$ cat config.mk
export PLATFORM = sky130hd
export DESIGN_NAME = oc_compare_unit
export DESIGN_NICKNAME = d
export VERILOG_FILES = /design/src/rtl/oc_pkg.sv /design/src/rtl/oc_hi_latch.sv /design/src/rtl/oc_cmp_regs.sv /design/src/rtl/oc_match_flag.sv /design/src/rtl/oc_compare_unit.sv
export SDC_FILE = /design/constraint.sdc
export NUM_CORES = 1
export LEC_CHECK = 0
export ABC_AREA = 1
export BUFFER_PORTS_ARGS = -buffer_cell sky130_fd_sc_hd__buf_4
export CAP_MARGIN = 40
export CORE_MARGIN = 5
export CORE_UTILIZATION = 26
export DETAILED_ROUTE_END_ITERATION = 10
export GPL_ROUTABILITY_DRIVEN = 1
export PLACE_DENSITY = 0.46
export SLEW_MARGIN = 30
export SYNTH_ARGS = -nofsm -noshare
export SYNTH_HDL_FRONTEND = slang
export SYNTH_SLANG_ARGS = --single-unit
$ cat constraint.sdc
create_clock -name clk -period 1.1 [get_ports clk]
set_input_delay 0.22 -clock clk [delete_from_list [all_inputs] [get_ports clk]]
set_output_delay 0.22 -clock clk [all_outputs]
set_load 0.03 [all_outputs]
$ cat src/rtl/oc_pkg.sv
package oc_pkg;
  localparam int ADDR_W = 3;

  typedef enum logic [1:0] {
    OCM_NORMAL = 2'd0,
    OCM_CLEAR  = 2'd1,
    OCM_FAST   = 2'd2,
    OCM_DUAL   = 2'd3
  } oc_mode_e;

  localparam logic [ADDR_W-1:0] A_CNT_LO = 3'd0;
  localparam logic [ADDR_W-1:0] A_CNT_HI = 3'd1;
  localparam logic [ADDR_W-1:0] A_CMP_LO = 3'd2;
  localparam logic [ADDR_W-1:0] A_CMP_HI = 3'd3;
  localparam logic [ADDR_W-1:0] A_CTRL   = 3'd4;

  function automatic logic mode_buffered(input oc_mode_e m);
    return (m == OCM_FAST) || (m == OCM_DUAL);
  endfunction
endpackage

$ cat src/rtl/oc_hi_latch.sv
module oc_hi_latch #(
  parameter int BW = 8
) (
  input  logic          clk,
  input  logic          rst_n,
  input  logic          ld_wr,
  input  logic          ld_rd,
  input  logic [BW-1:0] wdata,
  input  logic [BW-1:0] cnt_hi,
  output logic [BW-1:0] hold_q
);
  logic          hold_en;
  logic [BW-1:0] hold_d;

  always_comb begin
    hold_en = ld_wr | ld_rd;
    hold_d  = ld_wr ? wdata : cnt_hi;
  end

  always_ff @(posedge clk or negedge rst_n) begin
    if (!rst_n)       hold_q <= '0;
    else if (hold_en) hold_q <= hold_d;
  end
endmodule

$ cat src/rtl/oc_cmp_regs.sv
module oc_cmp_regs #(
  parameter int CW = 16
) (
  input  logic          clk,
  input  logic          rst_n,
  input  logic          wr_lo,
  input  logic [CW-1:0] wval,
  input  logic          dbuf_en,
  input  logic          commit,
  output logic [CW-1:0] shadow_q,
  output logic [CW-1:0] active_q
);
  logic          sh_en, act_en;
  logic [CW-1:0] act_d;

  always_comb begin
    sh_en  = wr_lo;
    act_en = 1'b0;
    act_d  = active_q;
    if (dbuf_en) begin
      if (commit) begin
        act_en = 1'b1;
        act_d  = shadow_q;
      end
    end else if (wr_lo) begin
      act_en = 1'b1;
      act_d  = wval;
    end
  end

  always_ff @(posedge clk or negedge rst_n) begin
    if (!rst_n)     shadow_q <= '0;
    else if (sh_en) shadow_q <= wval;
  end

  always_ff @(posedge clk or negedge rst_n) begin
    if (!rst_n)      active_q <= '0;
    else if (act_en) active_q <= act_d;
  end
endmodule

$ cat src/rtl/oc_match_flag.sv
module oc_match_flag #(
  parameter int CW = 16
) (
  input  logic          clk,
  input  logic          rst_n,
  input  logic [CW-1:0] cnt,
  input  logic [CW-1:0] active,
  input  logic          clr_req,
  input  logic          ack,
  input  logic          ien_wr,
  input  logic          ien_val,
  output logic          flag_q,
  output logic          ien_q,
  output logic          irq
);
  logic hit, flag_d;

  always_comb begin
    hit = (cnt == active);
    if (hit)                 flag_d = 1'b1;
    else if (clr_req || ack) flag_d = 1'b0;
    else                     flag_d = flag_q;
    irq = flag_q & ien_q;
  end

  always_ff @(posedge clk or negedge rst_n) begin
    if (!rst_n) flag_q <= 1'b0;
    else        flag_q <= flag_d;
  end

  always_ff @(posedge clk or negedge rst_n) begin
    if (!rst_n)      ien_q <= 1'b0;
    else if (ien_wr) ien_q <= ien_val;
  end
endmodule

$ cat src/rtl/oc_compare_unit.sv
module oc_compare_unit
  import oc_pkg::*;
#(
  parameter int BW = 8,
  parameter int CW = 2 * BW
) (
  input  logic              clk,
  input  logic              rst_n,
  input  logic [CW-1:0]     cnt_i,
  input  logic              cnt_top_i,
  input  logic              cnt_bot_i,
  input  logic [1:0]        mode_i,
  input  logic              commit_at_top_i,
  input  logic [ADDR_W-1:0] bus_addr_i,
  input  logic [BW-1:0]     bus_wdata_i,
  input  logic              bus_wr_i,
  input  logic              bus_rd_i,
  output logic [BW-1:0]     bus_rdata_o,
  input  logic              irq_ack_i,
  output logic [CW-1:0]     cmp_o,
  output logic              flag_o,
  output logic              irq_o
);
  localparam int HI = CW - BW;

  oc_mode_e      mode;
  logic          dbuf_en, commit;
  logic          wr_hi, rd_cnt_lo, wr_cmp_lo, wr_ctrl;
  logic [BW-1:0] hold_q;
  logic [CW-1:0] shadow_q, active_q;
  logic          flag_q, ien_q, irq_w;

  always_comb begin
    mode      = oc_mode_e'(mode_i);
    dbuf_en   = mode_buffered(mode);
    commit    = commit_at_top_i ? cnt_top_i : cnt_bot_i;
    wr_hi     = bus_wr_i && (bus_addr_i == A_CNT_HI || bus_addr_i == A_CMP_HI);
    rd_cnt_lo = bus_rd_i && (bus_addr_i == A_CNT_LO);
    wr_cmp_lo = bus_wr_i && (bus_addr_i == A_CMP_LO);
    wr_ctrl   = bus_wr_i && (bus_addr_i == A_CTRL);
  end

  oc_hi_latch #(.BW(BW)) u_latch (
    .clk    (clk),
    .rst_n  (rst_n),
    .ld_wr  (wr_hi),
    .ld_rd  (rd_cnt_lo),
    .wdata  (bus_wdata_i),
    .cnt_hi (cnt_i[CW-1:HI]),
    .hold_q (hold_q)
  );

  oc_cmp_regs #(.CW(CW)) u_regs (
    .clk      (clk),
    .rst_n    (rst_n),
    .wr_lo    (wr_cmp_lo),
    .wval     ({hold_q, bus_wdata_i}),
    .dbuf_en  (dbuf_en),
    .commit   (commit),
    .shadow_q (shadow_q),
    .active_q (active_q)
  );

  oc_match_flag #(.CW(CW)) u_flag (
    .clk     (clk),
    .rst_n   (rst_n),
    .cnt     (cnt_i),
    .active  (active_q),
    .clr_req (wr_ctrl & bus_wdata_i[0]),
    .ack     (irq_ack_i),
    .ien_wr  (wr_ctrl),
    .ien_val (bus_wdata_i[1]),
    .flag_q  (flag_q),
    .ien_q   (ien_q),
    .irq     (irq_w)
  );

  always_comb begin
    case (bus_addr_i)
      A_CNT_LO: bus_rdata_o = cnt_i[BW-1:0];
      A_CNT_HI: bus_rdata_o = hold_q;
      A_CMP_LO: bus_rdata_o = shadow_q[BW-1:0];
      A_CMP_HI: bus_rdata_o = shadow_q[CW-1:HI];
      A_CTRL:   bus_rdata_o = {{(BW-2){1'b0}}, ien_q, flag_q};
      default:  bus_rdata_o = '0;
    endcase
    cmp_o  = active_q;
    flag_o = flag_q;
    irq_o  = irq_w;
  end
endmodule

==> results of run 1 <==
[worst max-delay path, stage by stage, from the launching register on]
cell     delay (ps)
dfrtp_2         420
inv_2            70
o21ai_2          50
nor2_2          170
o21ai_4          70
buf_6           140
[routing by layer]
metal / wire [µm] / vias up / track usage (%)
li1: - / 1326 / -
met1: 3670 / 1163 / 17.8
met2: 4160 / 44 / 25.2
met3: 234 / 7 / 2.39
met4: 87 / 0 / 3.61
met5: 0 / - / 0
[Yosys cell counts (2+ instances only)]
cell         n
inv_1       59
clkbuf_1     2
o211ai_1     9
nand2_2      2
buf_2        3
nand3_1      3
o21ai_1     20
dfrtp_1     42
nor2_1      15
nand2_1    141
o21ai_2     14
o21ai_0     28
o2111ai_1    6
buf_6        5
nand2_4      2
[state kept, by name, indices dropped and copies added (netlist names)]
| signal | flops |
|---|---|
| u_flag.ien_q | 1 |
| u_latch.hold_q | 8 |
| u_flag.flag_q | 1 |
| u_regs.shadow_q | 16 |
| u_regs.active_q | 16 |
[layout by cell type, fill, tap and decap left out, types with 6 or more instances in the layout]
cell	count
nand2_2	20
clkbuf_8	6
nor2_2	7
inv_1	46
o21ai_1	21
o21ai_0	22
dfrtp_1	39
nand2_1	120
inv_2	13
o2111ai_4	6
buf_4	69
o21ai_2	17
o211ai_1	9
buf_6	33
nor2_1	7
[area by class of cell]
class,instances,area [µm²],area share [%]
flip-flops and latches,42,1050,26.4
inverters,60,230,5.75
clock buffers,7,86.3,2.16
clock inverters,1,5.00,0.125
well taps,133,166,4.16
multi-input cells,243,1410,35.1
repair buffers,110,1050,26.4
[metrics by stage]
stage                     TNS (ps)  hold slack (ps)  instance area (µm²)  setup slack, ps  utilization [%]
after floorplan                  0            -75.6                 2670             2.62                -
after global placement      -11440              209                 3450             -344             35.9
after detailed placement    -12160              209                 3450             -348             35.9
after CTS                    -2540              155                 3810             -346             39.7
after global routing         -3560              168                 4000             -384             41.7
final                        -2550              162                 4000             -332             41.7
[cells by family after synthesis]
logic type             Yosys count  share of synthesized area, %
AND/OR/NAND/NOR                166                          26.3
buffers and inverters           72                          12.9
flip-flops                      42                          41.7
AO/OA/AOI/OAI                   77                          19.2
[power groups by stage]
stage               sequential (mW)  clock, mW  combinational, mW
finish                         2.12       1.07               2.23
global route                   2.17       1.19               2.46
CTS                            2.10       1.12               2.10
detailed placement             2.11          0               1.86
global placement               2.11          0               1.84
floorplan                      2.31          0              0.909
[timing repair]
item | CTS | global route
hold buffers | 1 | 0
hold endpoints to repair | 42 | 0
buffers inserted | 13 | 5
setup endpoints to repair | 23 | 35
pin swaps | 12 | 15
gates resized for setup | 53 | 33
cloned | 0 | 3
[path summary, 6_finish.rpt]
| path | to | cells after the start |
|---|---|---|
| hold / removal | u_flag.flag_q | 4 |
| min in group asynchronous | u_regs.shadow_q[4] | 3 |
| setup reg to reg | u_flag.flag_q | 8 |
| hold reg to reg | u_regs.shadow_q[7] | 2 |
| setup / recovery | bus_rdata_o[0] | 5 |
| max in group asynchronous | u_regs.active_q[10] | 3 |
==> qor.txt, run 1 <==
Iteration-0 DRC Markers: 90
PwrDens: 1350 nW/µm²
post-synth top area cell: dfrtp_1
num rows: 36
H-Tree Depth: 2
Period minus WS final: 1430 ps
power share of the combinational group: 41.1%
Longest Clk Path Bufs: 2
antenna viol nets, final: 0
yosys warns: 0
area of the core: 9590 µm²
layout cells sized above 1: 42.1%
TritonCTS Buffers: 5
Int Power: 3.41 mW
Cell variety after synth: 21
worst vdd ir: 0.736 mV
Synth async-reset ratio: 100%
Sequential Power Share: 39.2%
Period Utilization, post-route: 130%
Setup crit end kind: output pin
Port Buffer Count: 61
Crit Path Max Fanout: 2
Synth Register Bits: 42
top cell type's share of synthesized area: 41.7%
Mapped Area: 2520 µm²
Die Y: 108 µm
crit path kind: register to output pin
status: complete, but fails checks
failing checks: negative setup slack
Seq/Total Area, Yosys: 41.7%
starting density of the core: 26.3%
average cell area after synthesis: 7.06 µm²
required time at the worst-slack endpoint: 880 ps
average wire per cell in the routed design: 13.7 µm
Total Power Consumption: 5.42 mW
first-pass GRT wire length: 12.8 mm
number of fill cells in the layout: 1003
top cells by area, synth: dfrtp_1 42%, nand2_1 21%, inv_1 8.8%
syn nets: 394
switching portion of total power: 37.0%
final std cells w/o fill: 596
total net switching power: 2.01 mW
Root Buffer: clkbuf_8
routed vias/inst: 4.26
Max Slew Vio Count: 0
DR vias: 2540
worst-margin pin slew: 499 ps
R2R Setup Slk: 50 ps
worst min-delay path class: primary input to register
Die X: 108 µm
startpoint type of the worst setup path: register
Overall Global Routing Usage: 14.2%
# DRC: 0
worst relative slew slack: 66.6%
DRT Wirelength: 8.15 mm
Critical Path Start: u_flag.flag_q
Hold Fails Final Rpt: 0
GP Congestion: 0.827
min-delay src: irq_ack_i
P&R area growth vs syn: 58.8%
reg-to-reg critical path startpoint: u_regs.active_q[4]
clock slew at reported path FFs: 90 ps
Diodes inserted: 0
drt pass-1 iters: 4
Final #Nets: 499
vias in the first global route: 2573
Main synth FF type: dfrtp_1
clock skew: 6.43 ps
I/O Pins: 63
final setup fails: 13
largest net degree at the start of global routing: 43
die area: 11800 µm²
initial antenna violation count: 0
clock sink count: 42
detailed placement HPWL: 5.74 mm
Clock Power Share: 19.7%
RSZ-0062 raised after global routing: true
max cap viols: 0
Post-synth EDFFs: 0
fmax: 698 MHz
grt total ovfl: 0
Worst Path Arrival: 1210 ps
Clk Latency, worst-skew pair: 290 ps
Worst Setup Slack, final: -332 ps
CTS tree: built
Post-Place Cells: 568
Post-Synthesis Cells: 357
static leakage: 2.01 nW
Note: power is estimated with default switching activity, not from simulation.
==> inputs of run 2 (changes only) <==
--- a/config.mk
+++ b/config.mk
@@ -12,7 +12,7 @@
 export CORE_UTILIZATION = 26
 export DETAILED_ROUTE_END_ITERATION = 10
 export GPL_ROUTABILITY_DRIVEN = 1
-export PLACE_DENSITY = 0.46
+export PLACE_DENSITY = 0.47
 export SLEW_MARGIN = 30
 export SYNTH_ARGS = -nofsm -noshare
 export SYNTH_HDL_FRONTEND = slang
==> constraint.sdc (replaced) <==
create_clock -name clk -period 1.3 [get_ports clk]
set_input_delay 0.26 -clock clk [delete_from_list [all_inputs] [get_ports clk]]
set_output_delay 0.26 -clock clk [all_outputs]
set_load 0.1 [all_outputs]
==> qor.txt, run 2 (synthesis gave the netlist of run 1 again) <==
number of fill cells in the layout: 1001 (-0.20%)
Hold Fails Final Rpt: 0 (unchanged)
static leakage: 1.92 nW (-4.4%)
fmax: 648 MHz
largest registers: u_regs.active_q: 16 flops, u_regs.shadow_q: 16 flops, u_latch.hold_q: 8 flops
H-Tree Depth: 2 (unchanged)
layout cells sized above 1: 39.3% (-2.8 points)
# DRC: 0 (unchanged)
most frequent cells in the layout: 127 x nand2_1, 75 x buf_4, 51 x inv_1
max cap viols: 0 (unchanged)
P&R area growth vs syn: 54.1%
worst vdd ir: 0.870 mV (+18%)
PwrDens: 1330 nW/µm² (-1.6%)
Setup crit end kind: output pin
largest net degree at the start of global routing: 33 (-23%)
clock slew at reported path FFs: 80 ps (about the same)
startpoint type of the worst setup path: register
first-pass GRT wire length: 12.0 mm (-6.1%)
Clk Latency, worst-skew pair: 300 ps (about the same)
routed vias/inst: 4.25 (-0.39%)
initial antenna violation count: 0 (unchanged)
detailed placement HPWL: 5.64 mm (-1.7%)
TritonCTS Buffers: 5 (unchanged)
I/O Pins: 63 (unchanged)
Worst Path Arrival: 1280 ps (+70 ps)
crit path kind: register to output pin
CTS tree: built
multi-input logic area: 1370 µm² (-2.2%)
RSZ-0062 raised after global routing: true
starting density of the core: 26.3% (unchanged)
vias in the first global route: 2480 (-3.6%)
drt pass-1 iters: 4 (unchanged)
average wire per cell in the routed design: 12.8 µm (-6.7%)
clock skew: 4.65 ps (-1.78 ps)
status: complete, but fails checks
worst relative slew slack: 63.6% (-3.1 points)
Crit Path Max Fanout: 2 (unchanged)
Iteration-0 DRC Markers: 73 (-19%)
DP Worst Slack: -322 ps (+26.3 ps)
Root Buffer: clkbuf_8
DRT Wirelength: 7.44 mm (-8.8%)
Worst Setup Slack, final: -244 ps (+87.3 ps)
final setup fails: 10 (-3)
Port Buffer Count: 61 (unchanged)
Longest Clk Path Bufs: 2 (unchanged)
flip-flop and latch area: 1080 µm² (+2.1%)
Overall Global Routing Usage: 13.3% (-0.86 points)
required time at the worst-slack endpoint: 1040 ps (+160 ps)
Diodes inserted: 0 (unchanged)
clock sink count: 42 (unchanged)
Period minus WS final: 1540 ps
Max Slew Vio Count: 0 (unchanged)
failing checks: negative setup slack
num rows: 36 (unchanged)
antenna viol nets, final: 0 (unchanged)
worst-margin pin slew: 546 ps (+47.2 ps)
worst min-delay path class: primary input to register
area of the core: 9590 µm² (unchanged)
Period Utilization, post-route: 119%
DR vias: 2475 (-2.6%)
most common cell after layout, fill and taps aside: nand2_1
Final Core Density: 40.5% (-1.2 points)
grt total ovfl: 0 (unchanged)
Die Y: 108 µm (unchanged)
GP Congestion: 0.752 (-9.1%)
Die X: 108 µm (unchanged)
die area: 11800 µm² (unchanged)
Final #Nets: 486 (-2.6%)
-- run 2: cell types whose count changed in the layout (fill, tap and decap cells not counted), moves of 6 or more --
cell,before,now
buf_12,4,14
buf_4,69,75
buf_6,33,5
dfrtp_1,39,25
dfrtp_2,3,15
inv_2,13,5
nand2_1,120,127
nand2_2,20,11
nor2_1,7,13
-- run 2: metrics by stage --
stage / setup TNS [ps] / instance area [µm²] / std cells / hold WS, ps / power [mW]
after floorplan: -1250 / 2710 / 357 / -35.6 / 3.45
after global placement: -3550 / 3460 / 563 / 174 / 4.05
after detailed placement: -3830 / 3460 / 563 / 177 / 4.07
after CTS: -1560 / 3780 / 577 / 196 / 5.16
after global routing: -2030 / 3880 / 583 / 225 / 5.48
final: -1510 / 3880 / 583 / 203 / 5.18
-- run 2: final timing paths --
kind | from | to | slack, ps | cells past startpoint
setup / recovery | u_flag.flag_q | bus_rdata_o[0] | -240 | 5
hold / removal | irq_ack_i | u_flag.flag_q | 200 | 4
setup reg to reg | u_regs.active_q[10] | u_flag.flag_q | 130 | 8
hold reg to reg | u_regs.shadow_q[1] | u_regs.shadow_q[1] | 530 | 2
max in group asynchronous | rst_n | u_regs.active_q[4] | 510 | 3
min in group asynchronous | rst_n | u_regs.active_q[2] | 370 | 2
-- run 2: layer usage --
layer | GRT usage (%) | part of all wire, %
met1 | 17.3 | 46
met2 | 22.7 | 49
met3 | 2.39 | 3.8
met4 | 3.79 | 1.1
met5 | 0 | 0
-- run 2: cell type report --
cell class / count / area share, %
Multi-Input combinational cell: 243 / 35.4
Inverter: 60 / 6.09
Clock buffer: 7 / 2.22
Tap cell: 133 / 4.28
Sequential cell: 42 / 27.7
Clock inverter: 1 / 0.129
Timing Repair Buffer: 97 / 24.2
-- run 2: worst max-delay path: stages, from the launching register on --
cell and delay, ps:
dfrtp_4 490, inv_4 60, o21ai_2 50, nor2_2 130, o21ai_4 80, buf_12 170
-- run 2: where the power goes --
| group | leakage (nW) | internal, mW | switching, mW |
|---|---|---|---|
| clock | 0.0482 | 0.430 | 0.493 |
| combinational | 1.36 | 0.797 | 1.66 |
| sequential | 0.509 | 1.59 | 0.204 |
| total | 1.92 | 2.82 | 2.36 |
-- run 2: what timing repair did --
| action | CTS | global route |
|---|---|---|
| hold buffers | 1 | 0 |
| buffers inserted | 6 | 7 |
| endpoints found under the setup margin | 11 | 10 |
| resized for setup | 56 | 18 |
| endpoints found under the hold margin | 17 | 0 |
| pin swaps | 12 | 4 |
==> inputs of run 3 (changes only) <==
--- a/config.mk
+++ b/config.mk
@@ -5,14 +5,13 @@
 export SDC_FILE = /design/constraint.sdc
 export NUM_CORES = 1
 export LEC_CHECK = 0
-export ABC_AREA = 1
 export BUFFER_PORTS_ARGS = -buffer_cell sky130_fd_sc_hd__buf_4
 export CAP_MARGIN = 40
 export CORE_MARGIN = 5
 export CORE_UTILIZATION = 26
 export DETAILED_ROUTE_END_ITERATION = 10
 export GPL_ROUTABILITY_DRIVEN = 1
-export PLACE_DENSITY = 0.47
+export PLACE_DENSITY = 0.48
 export SLEW_MARGIN = 30
 export SYNTH_ARGS = -nofsm -noshare
 export SYNTH_HDL_FRONTEND = slang
==> qor.txt, run 3 <==
Reg2Reg Depth: 5 (-3)
clock sink count: 42 (unchanged)
Hold Fails Final Rpt: 0 (unchanged)
# DRC: 0 (unchanged)
status: complete, but fails checks
max cap viols: 0 (unchanged)
Cell variety after synth: 26 (+24%)
Mapped Area: 2340 µm² (-7.1%)
largest registers: u_regs.active_q: 16 flops, u_regs.shadow_q: 16 flops, u_latch.hold_q: 8 flops
Overall Global Routing Usage: 13.0% (-0.29 points)
clock skew: 6.02 ps (+1.37 ps)
vias in the first global route: 2073 (-16%)
TritonCTS Buffers: 5 (unchanged)
fmax: 573 MHz (-12%)
static leakage: 1.83 nW (-4.7%)
most frequent cells in the layout: 93 x buf_4, 25 x dfrtp_1, 24 x mux2i_1
most common cell in the synthesized netlist: dfrtp_1
DR vias: 2012 (-19%)
Synth top cells by count: 42 x dfrtp_1, 24 x mux2i_1, 24 x nor2_1, 22 x a21oi_1, 18 x mux2_2
top cells by area, synth: dfrtp_1 45%, mux2i_1 10%, mux4_1 9.0%
top cell type's share of synthesized area: 44.9% (+3.2 points)
grt total ovfl: 0 (unchanged)
Max Slew Vio Count: 0 (unchanged)
drt pass-1 iters: 4 (unchanged)
Port Buffer Count: 61 (unchanged)
Clk Latency, worst-skew pair: 300 ps (about the same)
average wire per cell in the routed design: 17.1 µm (+34%)
I/O Pins: 63 (unchanged)
yosys warns: 0 (unchanged)
Worst Setup Slack, final: -445 ps (-201 ps)
Root Buffer: clkbuf_8
Setup crit end kind: output pin
starting density of the core: 26.7% (+0.44 points)
largest net degree at the start of global routing: 43 (+30%)
reg2reg end: u_flag.flag_q
area of the core: 8760 µm² (-8.7%)
detailed placement HPWL: 5.20 mm (-7.8%)
M2 GR Usage: 20.7% (-2.0 points)
num rows: 34 (-5.6%)
Main synth FF type: dfrtp_1
Post-Synthesis Cells: 197 (-45%)
critical path endpoint: bus_rdata_o[0]
crit path kind: register to output pin
Synth Register Bits: 42 (unchanged)
Seq/Total Area, Yosys: 44.9% (+3.2 points)
DP Worst Slack: -401 ps (-79.2 ps)
startpoint type of the worst setup path: register
first-pass GRT wire length: 11.3 mm (-5.8%)
worst min-delay path class: primary input to register
PwrDens: 1540 nW/µm² (+15%)
most common cell after layout, fill and taps aside: buf_4
setup TNS: -3880 ps (-2380 ps)
Crit Path Max Fanout: 2 (unchanged)
CTS tree: built
Diodes inserted: 0 (unchanged)
Iteration-0 DRC Markers: 46 (-37%)
Period Utilization, post-route: 134% (+15 points)
met1 Use GR: 17.6% (+0.35 points)
worst relative slew slack: 80.8% (+17 points)
Synth async-reset ratio: 100% (unchanged)
antenna viol nets, final: 0 (unchanged)
layout cells sized above 1: 71.7% (+32 points)
failing checks: negative setup slack
Worst Path Arrival: 1490 ps (+210 ps)
required time at the worst-slack endpoint: 1040 ps (about the same)
die area: 11000 µm² (-6.5%)
post-synth top area cell: dfrtp_1
Total Power Consumption: 6.32 mW (+22%)
clock slew at reported path FFs: 80 ps (about the same)
R2R Setup Slk: 0 ps (-130 ps)
worst-margin pin slew: 287 ps (-258 ps)
hold_ws: 208 ps (+4.62 ps)
average cell area after synthesis: 11.9 µm² (+68%)
Longest Clk Path Bufs: 2 (unchanged)
reg-to-reg critical path startpoint: u_regs.active_q[5]
routed vias/inst: 4.65 (+9.5%)
Critical Path Start: u_regs.shadow_q[8]
final std cells w/o fill: 433 (-26%)
Post-synth EDFFs: 0 (unchanged)
final setup fails: 23 (+13)
RSZ-0062 raised after global routing: true
met3 Use GR: 3.82% (+1.4 points)
Final #Nets: 361 (-26%)
Period minus WS final: 1750 ps (+201 ps)
GP Congestion: 0.713 (-5.1%)
Die Y: 105 µm (-3.3%)
P&R area growth vs syn: 75.9%
worst vdd ir: 0.722 mV (-17%)
syn nets: 234 (-41%)
Die X: 105 µm (-3.3%)
initial antenna violation count: 0 (unchanged)
layer with the highest usage: met2
H-Tree Depth: 2 (unchanged)
DRT Wirelength: 7.42 mm (-0.26%)
Post-Place Cells: 410 (-27%)
-- run 3: changes by cell type after synthesis, moves of 18 or more --
cell     before  now
inv_1        59    2
a21oi_1       0   22
nand2_1     141    5
o21ai_0      28    2
mux2i_1       0   24
mux2_2        0   18
o21ai_1      20    0
-- run 3: logic make-up (layout without fill, tap and decap cells) --
| group | after synthesis | in the layout | share of synthesized area (%) |
|---|---|---|---|
| multiplexers | 51 | 51 | 28.5 |
| AND/OR/NAND/NOR | 47 | 47 | 9.94 |
| flip-flops | 42 | 42 | 44.9 |
| AO/OA/AOI/OAI | 27 | 27 | 6.57 |
| XOR/XNOR | 16 | 16 | 5.99 |
| buffers and inverters | 14 | 142 | 4.06 |
-- run 3: final cells by class --
type	instances	area, µm²
Clock inverter	1	5.00
Sequential cell	42	1090
Multi-Input combinational cell	141	1440
Tap cell	108	135
Clock buffer	7	86.3
Fill cell	832	4640
Timing Repair Buffer	132	1360
Inverter	2	7.51
-- run 3: through the flow --
stage,cell area (µm²),utilization [%]
floorplan,2470,-
global placement,3450,39.4
detailed placement,3450,39.4
CTS,3810,43.5
global route,4120,47.0
finish,4120,47.0
-- run 3: per-layer routing --
metal	vias to the layer above	wire, µm
met4	0	140
li1	954	-
met5	-	0
met2	53	3520
met3	10	409
met1	995	3350
-- run 3: critical path: stages (launching register included) --
cell     delay, ps
dfrtp_1        390
mux4_2         480
inv_2           80
o21ai_4         60
buf_12         170
-- run 3: how the worst min path moves through the flow --
stage	startpoint	endpoint	slack [ps]	cells past startpoint
floorplan	rst_n	u_flag.ien_q	-40	0
finish	bus_wdata_i[2]	u_regs.shadow_q[2]	210	2
global placement	rst_n	u_regs.shadow_q[4]	250	2
CTS	irq_ack_i	u_flag.flag_q	200	3
global route	bus_wdata_i[2]	u_regs.shadow_q[2]	210	2
detailed placement	rst_n	u_regs.active_q[12]	240	2
-- run 3: repair_timing --
action                     4_1_cts  5_1_grt
gates cloned                     0        2
pin swaps                        9        2
buffers inserted                 6        7
hold buffers                     1        0
setup endpoints to repair       34       44
hold endpoints to repair        42        0
gates resized for setup         65       57
-- run 3: power by group --
part           leakage, nW  total (mW)  internal (mW)  switching [mW]
Clock               0.0482       0.894          0.429           0.464
Combinational         1.32        3.49           1.53            1.96
Sequential           0.465        1.94           1.66           0.279
Total                 1.83        6.32           3.62            2.70
